**config.mk**
```make
export PLATFORM = sky130hd
export DESIGN_NAME = clk_route_bank
export DESIGN_NICKNAME = d
export VERILOG_FILES = /design/src/rtl/clkrt_pkg.sv /design/src/rtl/clkrt_entry.sv /design/src/rtl/clkrt_rdsel.sv /design/src/rtl/clk_route_bank.sv
export SDC_FILE = /design/constraint.sdc
export NUM_CORES = 1
export LEC_CHECK = 0
export BUFFER_PORTS_ARGS = -buffer_cell sky130_fd_sc_hd__buf_2
export CORE_MARGIN = 5
export CORE_UTILIZATION = 45
export CTS_CLUSTER_SIZE = 8
export DETAILED_ROUTE_END_ITERATION = 6
export PLACE_DENSITY = 0.72
export SLEW_MARGIN = 20
export SYNTH_ARGS = -nofsm -noshare
export SYNTH_HDL_FRONTEND = slang
export SYNTH_SLANG_ARGS = --single-unit
```
**constraint.sdc**
```tcl
create_clock -name clk -period 2.3 [get_ports clk]
set_clock_uncertainty 0.05 [all_clocks]
set_input_delay 0.23 -clock clk [delete_from_list [all_inputs] [get_ports clk]]
set_output_delay 0.23 -clock clk [all_outputs]
set_load 0.05 [all_outputs]
```
**src/rtl/clkrt_pkg.sv**
```systemverilog
package clkrt_pkg;
  localparam int ID_W   = 6;
  localparam int GEN_W  = 4;
  localparam int WORD_W = 16;

  typedef enum logic [1:0] {
    KIND_PLAIN = 2'd0,
    KIND_RTC   = 2'd1,
    KIND_WDT   = 2'd2
  } kind_e;

  typedef struct packed {
    logic             lock;
    logic             en;
    logic [1:0]       rsv_hi;
    logic [GEN_W-1:0] gen;
    logic [1:0]       rsv_lo;
    logic [ID_W-1:0]  id;
  } ctl_word_t;
endpackage

```
**src/rtl/clkrt_entry.sv**
```systemverilog
module clkrt_entry
  import clkrt_pkg::*;
#(
  parameter kind_e            KIND    = KIND_PLAIN,
  parameter logic [GEN_W-1:0] PWR_GEN = '0
) (
  input  logic             clk,
  input  logic             pwr_rst,
  input  logic             usr_rst,
  input  logic             nv_en,
  input  logic             nv_lock,
  input  logic             wr_hit,
  input  logic [GEN_W-1:0] wr_gen,
  input  logic             wr_en_bit,
  input  logic             wr_lock,
  output logic [GEN_W-1:0] gen_o,
  output logic             en_o,
  output logic             lock_o
);
  localparam bit IS_WDT = (KIND == KIND_WDT);

  logic [GEN_W-1:0] gen_q;
  logic             en_q;
  logic             lock_q;

  always_ff @(posedge clk) begin
    if (pwr_rst) begin
      gen_q  <= IS_WDT ? PWR_GEN : '0;
      en_q   <= IS_WDT & nv_en;
      lock_q <= IS_WDT & nv_lock;
    end else if (usr_rst) begin
      if (!lock_q) begin
        case (KIND)
          KIND_WDT: begin
            gen_q <= PWR_GEN;
            en_q  <= nv_en;
          end
          KIND_RTC: begin
            if (!en_q) gen_q <= '0;
          end
          default: begin
            gen_q <= '0;
            en_q  <= 1'b0;
          end
        endcase
      end
    end else if (wr_hit && !lock_q) begin
      gen_q  <= wr_gen;
      en_q   <= wr_en_bit;
      lock_q <= wr_lock;
    end
  end

  assign gen_o  = gen_q;
  assign en_o   = en_q;
  assign lock_o = lock_q;

  logic armed;
  always_ff @(posedge clk) armed <= !pwr_rst;

  assert_lock_sticky_R6: assert property (@(posedge clk) disable iff (pwr_rst)
    armed && lock_q |=> lock_q);

  assert_locked_frozen_R7: assert property (@(posedge clk) disable iff (pwr_rst)
    armed && lock_q |=> $stable(gen_q) && $stable(en_q));

  if (KIND == KIND_WDT) begin : g_wdt_chk
    assert_wdt_reload_R5: assert property (@(posedge clk) disable iff (pwr_rst)
      armed && usr_rst && !lock_q |=> gen_q == PWR_GEN && en_q == $past(nv_en));
  end

  if (KIND == KIND_RTC) begin : g_rtc_chk
    assert_rtc_keep_R4: assert property (@(posedge clk) disable iff (pwr_rst)
      armed && usr_rst && en_q |=> en_q && $stable(gen_q));
  end
endmodule

```
**src/rtl/clkrt_rdsel.sv**
```systemverilog
module clkrt_rdsel
  import clkrt_pkg::*;
#(
  parameter int NUM_CH = 38
) (
  input  logic                         clk,
  input  logic                         pwr_rst,
  input  logic                         wr_en,
  input  logic [ID_W-1:0]              wr_id,
  input  logic [NUM_CH-1:0][GEN_W-1:0] ent_gen,
  input  logic [NUM_CH-1:0]            ent_en,
  input  logic [NUM_CH-1:0]            ent_lock,
  output ctl_word_t                    rd_word
);
  logic [ID_W-1:0] ptr_q;

  always_ff @(posedge clk) begin
    if (pwr_rst)    ptr_q <= '0;
    else if (wr_en) ptr_q <= wr_id;
  end

  always_comb begin
    rd_word    = '0;
    rd_word.id = ptr_q;
    for (int k = 0; k < NUM_CH; k++) begin
      if (ptr_q == ID_W'(k)) begin
        rd_word.gen  = ent_gen[k];
        rd_word.en   = ent_en[k];
        rd_word.lock = ent_lock[k];
      end
    end
  end

  assert_reserved_reads_zero_R8: assert property (@(posedge clk) disable iff (pwr_rst)
    wr_en && wr_id >= ID_W'(NUM_CH) |=> rd_word[WORD_W-1:ID_W] == '0);
endmodule

```
**src/rtl/clk_route_bank.sv**
```systemverilog
module clk_route_bank
  import clkrt_pkg::*;
#(
  parameter int               NUM_CH  = 38,
  parameter int               WDT_ID  = 3,
  parameter int               RTC_ID  = 4,
  parameter logic [GEN_W-1:0] WDT_GEN = 4'd2
) (
  input  logic                    clk,
  input  logic                    power_rst,
  input  logic                    user_rst,
  input  logic                    nv_wdt_en,
  input  logic                    nv_wdt_lock,
  input  logic                    wr_en,
  input  logic [WORD_W-1:0]       wr_word,
  output logic [WORD_W-1:0]       rd_word,
  output logic [NUM_CH*GEN_W-1:0] ch_gen_o,
  output logic [NUM_CH-1:0]       ch_en_o
);
  ctl_word_t w;
  assign w = ctl_word_t'(wr_word);

  logic unused_rsv;
  assign unused_rsv = ^{w.rsv_hi, w.rsv_lo};

  logic [NUM_CH-1:0][GEN_W-1:0] ent_gen;
  logic [NUM_CH-1:0]            ent_en;
  logic [NUM_CH-1:0]            ent_lock;

  for (genvar k = 0; k < NUM_CH; k++) begin : g_ch
    localparam kind_e K = (k == WDT_ID) ? KIND_WDT :
                          (k == RTC_ID) ? KIND_RTC : KIND_PLAIN;
    logic hit;
    assign hit = wr_en && (w.id == ID_W'(k));

    clkrt_entry #(.KIND(K), .PWR_GEN(WDT_GEN)) u_ent (
      .clk       (clk),
      .pwr_rst   (power_rst),
      .usr_rst   (user_rst),
      .nv_en     (nv_wdt_en),
      .nv_lock   (nv_wdt_lock),
      .wr_hit    (hit),
      .wr_gen    (w.gen),
      .wr_en_bit (w.en),
      .wr_lock   (w.lock),
      .gen_o     (ent_gen[k]),
      .en_o      (ent_en[k]),
      .lock_o    (ent_lock[k])
    );
    assign ch_gen_o[k*GEN_W +: GEN_W] = ent_gen[k];
  end

  assign ch_en_o = ent_en;

  ctl_word_t rd_s;
  clkrt_rdsel #(.NUM_CH(NUM_CH)) u_rd (
    .clk      (clk),
    .pwr_rst  (power_rst),
    .wr_en    (wr_en),
    .wr_id    (w.id),
    .ent_gen  (ent_gen),
    .ent_en   (ent_en),
    .ent_lock (ent_lock),
    .rd_word  (rd_s)
  );
  assign rd_word = WORD_W'(rd_s);

  assert_pwr_defaults_R2: assert property (@(posedge clk)
    $fell(power_rst) |-> ch_en_o[WDT_ID] == $past(nv_wdt_en) &&
      (ch_en_o & ~(NUM_CH'(1) << WDT_ID)) == '0 &&
      ch_gen_o[WDT_ID*GEN_W +: GEN_W] == WDT_GEN);
endmodule

```
==> key figures <==
Run status
  • Status: finished with violations
  • Failing checks: setup timing

Yosys
  • Ys async rst share: 0
  • Register area share after synthesis: 0.402
  • Most frequent cell after synthesis: nor2_1
  • Synthesized instance count: 1418
  • Post-synth top area cell: dfxtp_1
  • Post-synth top cells: nor2_1 (265), dfxtp_1 (232), a22oi_1 (189), a21oi_1 (116), clkbuf_1 (57)
  • Yosys top cell area share: 0.397
  • YS warnings: 0
  • Yosys cell types: 81
  • Synth area leaders: dfxtp_1 (40%), a22oi_1 (12%), nor2_1 (8.5%), a21oi_1 (5.0%), buf_4 (3.3%)
  • Post-Syn Area: 0.0117 mm2
  • #FFs+latches synth: 234
  • Syn_area_per_cell: 8.24 um2
  • Number of synthesized flops with an enable pin: 2
  • Primary FF master, synth: dfxtp_1

Floorplanning
  • Rows: 59
  • Initial Util: 0.452
  • CORE AREA: 0.0258 mm2
  • Die area: 0.0293 mm2
  • Horiz. Die Dim: 171 um
  • Ports: 228
  • Die Y: 171 um

Clocking
  • Root Driver: clkbuf_16
  • H-Tree Depth: 2
  • Max Root-Sink Buffers: 3
  • CTS tree: done
  • # clock sinks: 234
  • Reg clk slew, reported paths: 0.06 ns
  • Clk Latency, worst-skew pair: 0.52 ns
  • CTS buffer count: 35

STA
  • Final Cycle Share: 1.40
  • Unrepaired setup endpoints after global routing: true
  • Final Hold Viols: 0
  • Slew margin rel.: 0.579
  • Final worst slack: -0.915 ns
  • Fin Setup TNS: -4.96 ns
  • Final setup vio count: 6
  • Worst slew pin tran: 0.631 ns
  • Final-report max-slew violation count: 0
  • Tmin final: 3.21 ns
  • Hold WS: 0.0352 ns
  • Maximum clock rate: 311 MHz

Drt
  • Final ANT Viol Nets: 0
  • Vias after detailed routing: 13100
  • Pre-antenna DRT Iters: 6
  • DRT Wirelength: 49200 um
  • Post-route DRC: 0
  • WL/cell: 23.0 um
  • Starting DRT DRC Count: 1604
  • Vias/cell: 6.11

Place
  • Buffers on Ports: 219
  • Placed Instances: 2061
  • Dpl hpwl: 36000 um
  • GPL Wtd Cong: 0.986

Setup path
  • Worst path most repeated cell: buf_6
  • Crit Path Class: flop to primary output
  • Setup crit end kind: primary output
  • Critical Path Slowest Stage Cell: or4_4
  • Worst EP arrival: 2.93 ns
  • Worst path cell trace: buf_6 -> or4_4 -> nor3_4 -> a31oi_1 -> and4_1 -> nor4_2 -> buf_4 -> o211ai_1 -> a21oi_4 -> buf_6
  • Worst-path maximum fanout: 7
  • Crit path buf inv count: 3
  • Type of origin of the critical path: flop
  • Cell family with most CP delay: simple AND/OR/NAND/NOR gates
  • Worst stage delay on the critical path: 0.47 ns
  • CP required: 2.02 ns

Global route
  • Largest net degree at the start of global routing: 74
  • Vias in the first global route: 12100
  • First-pass GRT wire length: 72900 um
  • Antenna violations before repair: 4
  • Total GRT Usage: 0.319
  • Total congestion overflow: 0

Layout
  • Nets: 1813
  • Util after Layout: 0.622
  • Layout cells sized above 1: 0.360
  • Synth-to-layout area growth: 37.4%
  • Non-filler instance count after layout: 2137

Power and ir drop
  • Leak Pwr: 6.66 nW
  • Peak supply drop: 397 uV
  • Pwr/cell area: 619 mW/mm2

Run
  • Max-Cap Viols: 0

Hold path
  • HP Class: input pin to flop
## worst reg2reg max path: stages, from the launching register on
cell	delay, ns
dfxtp_1	0.34
nor4_1	0.50
a21oi_1	0.20
a22oi_1	0.23
nor2_1	0.06
## state kept, by name, summed over array words and instances, names as in the netlist
signal             count
g_ch.u_ent.en_o       38
g_ch.u_ent.gen_o     152
u_rd.ptr_q             6
g_ch.u_ent.lock_o     38
## per-stage QoR
| step | total power [mW] | worst slack [ns] | area (um2) |
|---|---|---|---|
| after detailed placement | 5.30 | -0.538 | 14400 |
| final | 9.94 | -0.915 | 16100 |
| after global routing | 10.2 | -0.938 | 16100 |
| after floorplan | 4.86 | -0.184 | 11900 |
| after global placement | 5.29 | -0.495 | 14400 |
| after CTS | 9.90 | -0.929 | 15800 |
## cell usage in the layout (no fill, tap or decap), drive strengths merged, types with 7 or more instances in the layout
master	synthesis	final
nand2	54	54
buf	87	469
or3	10	10
inv	46	49
clkbuf	57	40
mux2i	28	28
o221ai	10	10
dfxtp	232	232
nor2	267	267
nor2b	14	14
a211oi	9	9
dlygate4sd3	0	8
a31oi	11	11
nand3	33	33
nand2b	9	9
a21oi	117	117
o21ai	40	40
and3	7	7
a22o	7	7
nor3	51	51
nor4	15	15
a22oi	189	189
o22ai	23	23
## layout make-up
| cell class | count | area [um2] |
|---|---|---|
| Clock buffer | 40 | 895 |
| Sequential cell | 234 | 4730 |
| Tap cell | 335 | 419 |
| Timing Repair Buffer | 477 | 3240 |
| Clock inverter | 4 | 33.8 |
| Fill cell | 2283 | 9770 |
| Antenna cell | 4 | 10.0 |
| Multi-Input combinational cell | 996 | 6560 |
| Inverter | 47 | 176 |
## path summary, 6_finish.rpt
check,start,endpoint,slack [ns],cells after the start
min,wr_word[9],g_ch[3].u_ent.gen_o[1]$_SDFFE_PP1P_,0.04,4
max reg2reg,g_ch[31].u_ent.lock_o$_SDFFE_PP0P_,g_ch[31].u_ent.en_o$_SDFFE_PP0P_,0.78,4
max,u_rd.ptr_q[1]$_SDFFE_PP0P_,rd_word[8],-0.91,10
min reg2reg,g_ch[27].u_ent.lock_o$_SDFFE_PP0P_,g_ch[27].u_ent.lock_o$_SDFFE_PP0P_,0.45,2
## kinds of logic after synthesis
logic type | count (synthesis) | share of synthesized area
DFF | 234 | 0.402
AOI/OAI and AO/OA | 463 | 0.268
other | 1 | 0.000321
and+or+nand+nor | 494 | 0.215
buffers and inverters | 191 | 0.0817
muxes | 35 | 0.0326
## where the power goes
group | internal (mW) | total (mW) | leakage (nW) | switching, mW
Clock | 2.72 | 4.56 | 0.451 | 1.84
Sequential | 4.08 | 4.11 | 1.89 | 0.0282
Combinational | 0.459 | 1.27 | 4.32 | 0.806
Total | 7.26 | 9.94 | 6.66 | 2.68
## what timing repair did
item / 4_1_cts / 5_1_grt
setup endpoints to repair: 6 / 16
gates cloned: 0 / 0
resized for setup: 66 / 49
pin swaps: 23 / 17
buffers inserted: 10 / 11
hold buffers: 8 / 0
hold endpoints to repair: 11 / 0
## layer usage
layer | GRT usage | part of all wire
met4 | 0.125 | 0.036
met1 | 0.441 | 0.42
met3 | 0.0575 | 0.095
met5 | 0 | 0
met2 | 0.497 | 0.45
No activity file was read; power rests on OpenSTA's default activity.
